**src/rtl/rsb_pkg.sv**
```systemverilog
package rsb_pkg;
  // strobes from control to the datapath output stage
  typedef struct packed {
    logic rspLoad;   // a read was presented this cycle
    logic rspHit;    // that read hit a valid, non-killed entry
    logic invPulse;  // a write removed a valid entry
  } rsb_strobe_t;
endpackage

```
**src/rtl/rsb_datapath.sv**
```systemverilog
module rsb_datapath
  import rsb_pkg::*;
#(
  parameter int ENTRIES = 4,
  parameter int ADDR_W  = 26,
  parameter int LINE_W  = 512
) (
  input  logic               clk,
  input  logic               rstN,
  input  logic [ADDR_W-1:0]  rdAddr,
  input  logic [ADDR_W-1:0]  wrAddr,
  input  logic [ADDR_W-1:0]  fillAddr,
  input  logic [LINE_W-1:0]  fillData,
  input  logic [ENTRIES-1:0] loadSel,
  input  logic [ENTRIES-1:0] readSel,
  input  rsb_strobe_t        strobe,
  output logic [ENTRIES-1:0] rdMatch,
  output logic [ENTRIES-1:0] wrMatch,
  output logic [ENTRIES-1:0] fillMatch,
  output logic               addrClash,
  output logic               rspValid,
  output logic               rspHit,
  output logic [LINE_W-1:0]  rspData,
  output logic               invHit
);
  logic [ADDR_W-1:0] tagQ  [ENTRIES];
  logic [LINE_W-1:0] dataQ [ENTRIES];
  logic [LINE_W-1:0] readMux;

  for (genvar g = 0; g < ENTRIES; g++) begin : gEntry
    always_ff @(posedge clk or negedge rstN) begin
      if (!rstN)           tagQ[g] <= '0;
      else if (loadSel[g]) tagQ[g] <= fillAddr;
    end
    always_ff @(posedge clk) begin
      if (loadSel[g]) dataQ[g] <= fillData;
    end
    assign rdMatch[g]   = (tagQ[g] == rdAddr);
    assign wrMatch[g]   = (tagQ[g] == wrAddr);
    assign fillMatch[g] = (tagQ[g] == fillAddr);
  end

  assign addrClash = (wrAddr == fillAddr);

  always_comb begin
    readMux = '0;
    for (int i = 0; i < ENTRIES; i++)
      if (readSel[i]) readMux = readMux | dataQ[i];
  end

  always_ff @(posedge clk or negedge rstN) begin
    if (!rstN) begin
      rspValid <= 1'b0;
      rspHit   <= 1'b0;
      rspData  <= '0;
      invHit   <= 1'b0;
    end else begin
      rspValid <= strobe.rspLoad;
      rspHit   <= strobe.rspHit;
      rspData  <= strobe.rspHit ? readMux : '0;
      invHit   <= strobe.invPulse;
    end
  end

  // at most one entry written per cycle
  assert_load_onehot_R8: assert property (@(posedge clk) disable iff (!rstN)
    $onehot0(loadSel));
  // read data comes from a single entry
  assert_read_onehot_R2: assert property (@(posedge clk) disable iff (!rstN)
    $onehot0(readSel));
  // a miss never carries data
  assert_miss_zero_R10: assert property (@(posedge clk) disable iff (!rstN)
    (rspValid && !rspHit) |-> (rspData == '0));
endmodule

```
**src/rtl/rsb_ctrl.sv**
```systemverilog
module rsb_ctrl
  import rsb_pkg::*;
#(
  parameter int ENTRIES  = 4,
  parameter int SHARER_W = 7,
  parameter int THRESH   = 3
) (
  input  logic                clk,
  input  logic                rstN,
  input  logic                admitAll,
  input  logic                rdValid,
  input  logic                wrValid,
  input  logic                fillValid,
  input  logic                fillClean,
  input  logic [SHARER_W-1:0] fillSharers,
  input  logic [ENTRIES-1:0]  rdMatch,
  input  logic [ENTRIES-1:0]  wrMatch,
  input  logic [ENTRIES-1:0]  fillMatch,
  input  logic                addrClash,
  output logic [ENTRIES-1:0]  loadSel,
  output logic [ENTRIES-1:0]  readSel,
  output rsb_strobe_t         strobe
);
  localparam int IDX_W = (ENTRIES > 1) ? $clog2(ENTRIES) : 1;
  localparam logic [IDX_W-1:0] OLDEST = IDX_W'(ENTRIES - 1);
  localparam logic [SHARER_W-1:0] MIN_SHARE = SHARER_W'(THRESH);

  logic [ENTRIES-1:0] validQ;
  logic [IDX_W-1:0]   ageQ [ENTRIES];
  logic [ENTRIES-1:0] wrKill, rdHitVec, fillHitVec, victimVec, touchVec;
  logic [ENTRIES-1:0] ageSeen;
  logic [IDX_W-1:0]   touchAge;
  logic               fillQual, fillGo;

  assign wrKill     = wrValid ? (wrMatch & validQ) : '0;
  assign rdHitVec   = rdValid ? (rdMatch & validQ & ~wrKill) : '0;
  assign fillHitVec = fillMatch & validQ;
  assign fillQual   = fillClean &&
                      (admitAll ? (fillSharers != '0) : (fillSharers >= MIN_SHARE));
  assign fillGo     = fillValid && fillQual && !(wrValid && addrClash);

  // victim: lowest free entry, else the oldest one
  always_comb begin
    victimVec = '0;
    if (!(&validQ)) begin
      for (int i = ENTRIES - 1; i >= 0; i--)
        if (!validQ[i]) begin
          victimVec    = '0;
          victimVec[i] = 1'b1;
        end
    end else begin
      for (int i = 0; i < ENTRIES; i++)
        if (ageQ[i] == OLDEST) victimVec[i] = 1'b1;
    end
  end

  assign loadSel  = fillGo ? ((|fillHitVec) ? fillHitVec : victimVec) : '0;
  assign touchVec = (|loadSel) ? loadSel : rdHitVec;
  assign readSel  = rdHitVec;

  always_comb begin
    strobe          = '0;
    strobe.rspLoad  = rdValid;
    strobe.rspHit   = |rdHitVec;
    strobe.invPulse = |wrKill;
  end

  always_comb begin
    touchAge = '0;
    for (int i = 0; i < ENTRIES; i++)
      if (touchVec[i]) touchAge = touchAge | ageQ[i];
  end

  always_ff @(posedge clk or negedge rstN) begin
    if (!rstN) begin
      validQ <= '0;
      for (int i = 0; i < ENTRIES; i++) ageQ[i] <= IDX_W'(i);
    end else begin
      validQ <= (validQ & ~wrKill) | loadSel;
      if (|touchVec) begin
        for (int i = 0; i < ENTRIES; i++) begin
          if (touchVec[i])              ageQ[i] <= '0;
          else if (ageQ[i] < touchAge)  ageQ[i] <= ageQ[i] + 1'b1;
        end
      end
    end
  end

  always_comb begin
    ageSeen = '0;
    for (int i = 0; i < ENTRIES; i++) ageSeen[ageQ[i]] = 1'b1;
  end

  // recency ages stay a permutation, so exactly one entry is oldest
  assert_age_perm_R9: assert property (@(posedge clk) disable iff (!rstN)
    &ageSeen);
  // an address is never held by two valid entries
  assert_no_dup_R7: assert property (@(posedge clk) disable iff (!rstN)
    $onehot0(rdMatch & validQ));
  // a dirty offer never grows the valid set
  assert_dirty_reject_R4: assert property (@(posedge clk) disable iff (!rstN)
    (fillValid && !fillClean) |=> ($countones(validQ) <= $past($countones(validQ))));
  // a write hit leaves its entry invalid when no fill competes
  assert_write_clears_R6: assert property (@(posedge clk) disable iff (!rstN)
    (wrValid && |(wrMatch & validQ) && !fillValid) |=>
      ((validQ & $past(wrMatch & validQ)) == '0));
endmodule

```
**src/rtl/rsb_top.sv**
```systemverilog
module rsb_top
  import rsb_pkg::*;
#(
  parameter int ENTRIES    = 4,
  parameter int ADDR_W     = 26,
  parameter int LINE_BYTES = 64,
  parameter int TILES      = 64,
  parameter int THRESH     = 3,
  localparam int LINE_W    = LINE_BYTES * 8,
  localparam int SHARER_W  = $clog2(TILES + 1)
) (
  input  logic                clk,
  input  logic                rstN,
  input  logic                admitAll,
  input  logic                rdValid,
  input  logic [ADDR_W-1:0]   rdAddr,
  input  logic                wrValid,
  input  logic [ADDR_W-1:0]   wrAddr,
  input  logic                fillValid,
  input  logic [ADDR_W-1:0]   fillAddr,
  input  logic [LINE_W-1:0]   fillData,
  input  logic                fillClean,
  input  logic [SHARER_W-1:0] fillSharers,
  output logic                rspValid,
  output logic                rspHit,
  output logic [LINE_W-1:0]   rspData,
  output logic                invHit
);
  logic [ENTRIES-1:0] loadSel, readSel, rdMatch, wrMatch, fillMatch;
  logic               addrClash;
  rsb_strobe_t        strobe;

  rsb_ctrl #(.ENTRIES(ENTRIES), .SHARER_W(SHARER_W), .THRESH(THRESH)) u_ctrl (
    .clk(clk), .rstN(rstN), .admitAll(admitAll),
    .rdValid(rdValid), .wrValid(wrValid), .fillValid(fillValid),
    .fillClean(fillClean), .fillSharers(fillSharers),
    .rdMatch(rdMatch), .wrMatch(wrMatch), .fillMatch(fillMatch),
    .addrClash(addrClash), .loadSel(loadSel), .readSel(readSel), .strobe(strobe)
  );

  rsb_datapath #(.ENTRIES(ENTRIES), .ADDR_W(ADDR_W), .LINE_W(LINE_W)) u_dp (
    .clk(clk), .rstN(rstN), .rdAddr(rdAddr), .wrAddr(wrAddr),
    .fillAddr(fillAddr), .fillData(fillData),
    .loadSel(loadSel), .readSel(readSel), .strobe(strobe),
    .rdMatch(rdMatch), .wrMatch(wrMatch), .fillMatch(fillMatch),
    .addrClash(addrClash), .rspValid(rspValid), .rspHit(rspHit),
    .rspData(rspData), .invHit(invHit)
  );

  // every read is answered on the next cycle
  assert_read_answered_R2: assert property (@(posedge clk) disable iff (!rstN)
    rdValid |=> rspValid);
  // no response without a read
  assert_no_spurious_rsp_R2: assert property (@(posedge clk) disable iff (!rstN)
    rspValid |-> $past(rdValid));
  // invalidation report only follows a write
  assert_inv_after_write_R6: assert property (@(posedge clk) disable iff (!rstN)
    invHit |-> $past(wrValid));
endmodule

```
**config.mk**
```make
export PLATFORM = sky130hd
export DESIGN_NAME = rsb_top
export DESIGN_NICKNAME = d
export VERILOG_FILES = /design/src/rtl/rsb_pkg.sv /design/src/rtl/rsb_datapath.sv /design/src/rtl/rsb_ctrl.sv /design/src/rtl/rsb_top.sv
export SDC_FILE = /design/constraint.sdc
export NUM_CORES = 2
export LEC_CHECK = 0
export ABC_AREA = 1
export BUFFER_PORTS_ARGS = -buffer_cell sky130_fd_sc_hd__buf_2
export CAP_MARGIN = 40
export CELL_PAD_IN_SITES_DETAIL_PLACEMENT = 1
export CELL_PAD_IN_SITES_GLOBAL_PLACEMENT = 2
export CORE_MARGIN = 4
export CORE_UTILIZATION = 40
export CTS_BUF_LIST = sky130_fd_sc_hd__clkbuf_2
export CTS_CLUSTER_DIAMETER = 120
export CTS_CLUSTER_SIZE = 10
export DETAILED_ROUTE_END_ITERATION = 6
export GPL_ROUTABILITY_DRIVEN = 0
export HOLD_SLACK_MARGIN = 0.08
export PLACE_DENSITY = 0.86
export REMOVE_ABC_BUFFERS = 1
export SLEW_MARGIN = 30
export SYNTH_ARGS = -nofsm -noshare
export SYNTH_HDL_FRONTEND = slang
export SYNTH_SLANG_ARGS = --single-unit
```
**constraint.sdc**
```tcl
create_clock -name clk -period 19.4 [get_ports clk]
set_clock_uncertainty 0.1 [all_clocks]
set_input_delay 2.91 -clock clk [delete_from_list [all_inputs] [get_ports clk]]
set_output_delay 2.91 -clock clk [all_outputs]
set_load 0.02 [all_outputs]
```
; Word level (Yosys, flattened, before mapping)
; Memories as Yosys holds them, arrays and structs flattened.
; Cells that the tools add are included.
; Widths: inputs -> output; s select.
[op_classes]
n_reduce_logical = 20
mux = 40
n_lt_le_gt_ge = 5
eq_ne = 17
bitwise_logic = 13
n_addsub = 4
[op_table]
columns = operator, n
row1 = $mux 512, 5
row2 = $or 512x512->512, 3
row3 = $eq 26x26->1, 13
row4 = $mux 4, 10
row5 = $mux 2, 12
row6 = $and 4x4->4, 5
row7 = $reduce_or 4->1, 5
row8 = $mux 1, 13
row9 = $add 2x1->2 const B, 4
row10 = $eq 2x2->1 const B, 4
row11 = $lt 2x2->1, 4
row12 = $reduce_and 2->1, 4
row13 = $reduce_bool 2->1, 4
row14 = $ge 7x2->1 const B, 1
row15 = $reduce_bool 7->1, 1
row16 = $or 2x2->2, 3
row17 = $logic_and 1x1->1, 4
row18 = $not 4->4, 1
row19 = $or 4x4->4, 1
row20 = $reduce_and 4->1, 1
row21 = $logic_not 1->1, 1
[word_totals]
ff_bits = 631
wordCells = 113
output_inout_bits = 515
mem_bits_rw = 2048
memories = 1
[mem_list]
columns = name, depth, width, rd, rd_clocked_by_memory_dff, wr, line_no
row1 = u_dp.dataQ, 4, 512, 4, 0, 4, rsb_datapath.sv:27  ; logic [LINE_W-1:0] dataQ [ENTRIES];

; Depth between registers and ports, before layout
[logic_depth]
word_depth = 19
depth_mapped = 26
mapped_depth_nobuf = 25

; Hierarchy
; Synthesis repeated with hierarchy kept, for this count alone.
[hier_totals]
hier_cells = 7313
area_unflattened_um2 = 100059.7
[by_module_without_submodules]
columns = module, seq_area_each_um2, n_inst, cells_each, area_each_um2
row1 = rsb_datapath, 76988.8, 1, 7136, 98929.9
row2 = rsb_ctrl, 305.3, 1, 177, 1129.8

; Least setup slack after synthesis
; OpenSTA, ideal clock, no wires.
[synth_path]
path_kind = input -> register
start = in fillAddr[20]
end = mem u_dp.dataQ[3][0], enable pin
n_path_buf = 3
setup_slack_ns = 4.341
cell_stages = 16
required_time_ns = 18.443
arrival_time_ns = 14.103
cell_sequence = buf_2 > inv_2 > nand2_1 > nand2_1 > nor2_1 > nand2_1 > nor2_1 > nand2_1 > nor2_1 > nor2_2 > nand2_2 > nand2_1 > nand3_2 > clkbuf_1 > clkbuf_1 > inv_1
[synth_lines]
columns = element, line_no
row1 = start: declaration, rsb_top.sv:20  ; input logic [ADDR_W-1:0] fillAddr,
row2 = end: declaration, rsb_datapath.sv:27

==> results.txt <==
----------------------------------------------------
[Run status]
  Status ... complete, but fails checks
  Violations in the final reports ... DRC

[Cells and area]
  Area of all sequential standard cells ... 0.07729 mm2
  Nets@finish ... 8,783
  Fillcell total ... 24,760
  Number of cells in the finished layout apart from fillers ... 11,640
  Leading cell types in the layout, fill and taps excluded ... nand2_1, edfxtp_1, buf_2
  Most common cell after layout, fill and taps aside ... nand2_1
  Area growth from synthesis to layout ... 13.65%
  Final core occ ... 0.4575
  Proportion of layout cells with a drive suffix above 1 ... 0.2187
  Multi-input logic area ... 0.01674 mm2

[STA]
  Max Clk Rate ... 0.1534 GHz
  Final worst path period need ... 6.521 ns
  Max-slew violation total from the final report ... 0
  Unrepaired setup endpoints after global routing ... no
  Remaining max-slew budget at the tightest pin ... 0.2527
  Part of the cycle the worst path needs ... 0.3361
  Final hold slack ... 0.2357 ns
  Total setup violations reported at the end of the flow ... 0
  Setup_tns ... 0 ns
  Transition time of the tightest slew-check pin ... 1.121 ns
  Hold Violations, Final ... 0

[Synthesis]
  Count of synthesis-stage warnings from yosys ... 0
  Synthesized area per cell ... 13.88 um2
  Post-synthesis sequential area ratio ... 0.8064
  EDFF count, synth ... 2,048
  Fraction of registers with async set/reset ... 0.2355
  Number of synthesized register bits ... 2,679
  Most used DFF post-synth ... edfxtp_1
  Post-synthesis instance total ... 6,903
  Portion of synthesized cell area occupied by the leading cell type ... 0.6416
  Number of distinct library cells after synthesis ... 50
  Top post-synthesis cells by area ... edfxtp_1, dfrtp_1, nand2_1, nand4_1, clkbuf_1
  Total standard cell area after synthesis ... 0.09585 mm2
  Cell type with the highest aggregate area in the netlist ... edfxtp_1

[Hold path]
  Hold Path Stages ... 2
  Worst min-delay path category ... flip-flop to flip-flop
  Worst Hold Endpoint ... u_dp.rspData[420]
  Hold_sp ... u_dp.dataQ[1][420]

[CTS]
  H-Tree Depth ... 5
  Number of sinks handled by clock tree synthesis ... 2,679
  Clock transition at the register clock pins on the worst setup and hold paths after CTS ... 0.19 ns
  Post-CTS sizing ... 0
  Clock Latency Late Sink ... 1.76 ns
  Post CTS Setup Buffer Count ... 0
  Clock Root Buffer ... clkbuf_2
  Buffers from clock root to sink, at most ... 4
  CTS tree ... yes
  Post-CTS Hold Buffers ... 0
  TritonCTS buffer count ... 319

[Global route]
  GRT Residual Overflow ... 0
  Global-route wire length before repair ... 445.3 mm
  Total routing usage reported by global routing ... 0.2441
  Number of global-route vias before repair ... 65,350
  Largest net degree at the start of global routing ... 154
  Number of antenna violations at the first check in global routing ... 180

[Die]
  Die area ... 0.2475 mm2
  Row cnt ... 179
  Die Span Y ... 497.5 um
  Die Width ... 497.5 um
  Area inside the core boundary ... 0.2381 mm2
  IO Count ... 1,119
  Initial core utilization ... 0.4026

[Setup path]
  Worst reg2reg startpoint ... u_dp.tagQ[61]
  Number of cell instances on the worst register-to-register path ... 17
  Reg-to-Reg End ... u_dp.dataQ[0][454]
  Cell breakdown of the critical path ... buf_2, inv_2, nand2_1, nand4_1, nor2_1, nand3_1, nor2_2, nor2_2, nand3_1, nand3_2, inv_12, buf_12, buf_4, buf_12, buf_4, buf_12
  Crit-path max cell delay ... 0.58 ns
  Sort of element at the start of the critical path ... primary input
  Slowest CP cell ... buf_4
  Kind of capture point of the worst setup path ... flip-flop
  Crit path DAT ... 7.89 ns
  Critical path required time ... 20.77 ns
  Crit path top cell by count ... buf_12
  Maximum fanout along the worst path ... 116
  Kind of critical path ... primary input to flip-flop
  Slack of the worst reg-to-reg path ... 13.63 ns

[Routing]
  Final wirelength ... 311.0 mm
  Average via count per standard cell ... 5.353
  Per-cell routed wire length ... 26.71 um
  Count of antenna-violating nets left after detailed routing ... 0
  Post-route DRC ... 29
  Drt first pass iters ... 7
  Count of vias placed by the detailed router ... 62,330
  Initial DRC count ... 5,216

[Pwr]
  Clock group share of total power ... 0.238
  Share of total power in combinational logic ... 0.114
  Static leakage ... 42.63 nW
  Net switching power ... 3.170 mW
  Cell Int Power ... 7.807 mW
  Switching portion of total power ... 0.2888
  Seq pwr share ... 0.648
  VDD IR-drop max ... 0.07400 mV
  Power after layout ... 10.98 mW
  PD cells ... 100.8 mW/mm2

[Placed design]
  Post-detailed-placement half-perimeter wirelength ... 206.8 mm
  Total of buffers placed on input and output ports ... 1,118
  Placed cell count ... 11,010

[Run]
  Max-cap violation count ... 0

----------------------------------------------------
metal layers:
layer,vias to the layer above,GRT usage,share of wire
li1,26950,-,-
met2,2698,0.3934,0.48
met1,31620,0.2915,0.37
met5,-,0,0.0028
met4,132,0.1294,0.058
met3,929,0.08164,0.092
final cells by class:
cell class,count,area share
timing repair buffer,1216,0.06502
clock inverter,11,0.001355
antenna,81,0.001861
multi-input combinational,3746,0.1537
sequential,2679,0.7096
clock buffer,535,0.02458
tap,3167,0.03638
inverter,209,0.007523
cell families (layout without fill, tap and decap cells):
kind of cell,after synthesis,after routing,synth area share
AO/OA/AOI/OAI,262,262,0.01593
XOR/XNOR,76,76,0.006945
adder cells (fa/ha/maj),8,8,0.001044
buffers and inverters,478,1971,0.01919
flip-flops,2679,2679,0.8064
other,0,81,0
AND/OR/NAND/NOR,3400,3400,0.1505
synthesized netlist by cell type, types with 35 or more instances:
| cell | count |
|---|---|
| o22ai_1 | 76 |
| nand3_1 | 38 |
| dfrtp_1 | 627 |
| nor2_1 | 101 |
| nand2_1 | 2619 |
| clkbuf_1 | 236 |
| inv_2 | 35 |
| nand4_1 | 555 |
| o21ai_0 | 128 |
| inv_1 | 169 |
| xor2_1 | 45 |
| edfxtp_1 | 2048 |
sequential cells by signal, indices dropped and copies added (netlist names):
signal and count:
u_ctrl.ageQ 8, u_ctrl.validQ 4, u_dp.rspData 512, u_dp.rspValid 1, u_dp.invHit 1, u_dp.dataQ 2048
u_dp.tagQ 104, u_dp.rspHit 1
worst max-delay path: cells and delay by family:
| kind | cells | cell delay, ns |
|---|---|---|
| buf+inv | 8 | 3.16 |
| simple gates | 8 | 1.44 |
power groups by stage:
stage	Clock, mW	Combinational [mW]	Sequential (mW)
3_5_place_dp	0	1.21	7.21
4_1_cts	2.71	1.22	7.09
3_3_place_gp	0	1.16	7.19
5_1_grt	2.97	1.36	7.13
6_report	2.61	1.25	7.11
2_1_floorplan	0	0.633	7.25
worst max path at each step:
stage / from / to
6_report: fillAddr[15] / u_dp.dataQ[0][454]
5_1_grt: fillAddr[15] / u_dp.dataQ[0][436]
4_1_cts: fillAddr[15] / u_dp.dataQ[0][42]
3_5_place_dp: fillAddr[19] / u_dp.dataQ[0][260]
3_3_place_gp: fillAddr[15] / u_dp.dataQ[3][260]
2_1_floorplan: wrAddr[23] / u_ctrl.ageQ[6]
metrics by stage:
step,cell area (um2),worst slack (ns)
2_1_floorplan,94790,-1.576
3_3_place_gp,105100,10.81
3_5_place_dp,105700,11.20
4_1_cts,108500,13.29
5_1_grt,108900,12.95
6_report,108900,12.88
Power figures use the tool's default switching activity.
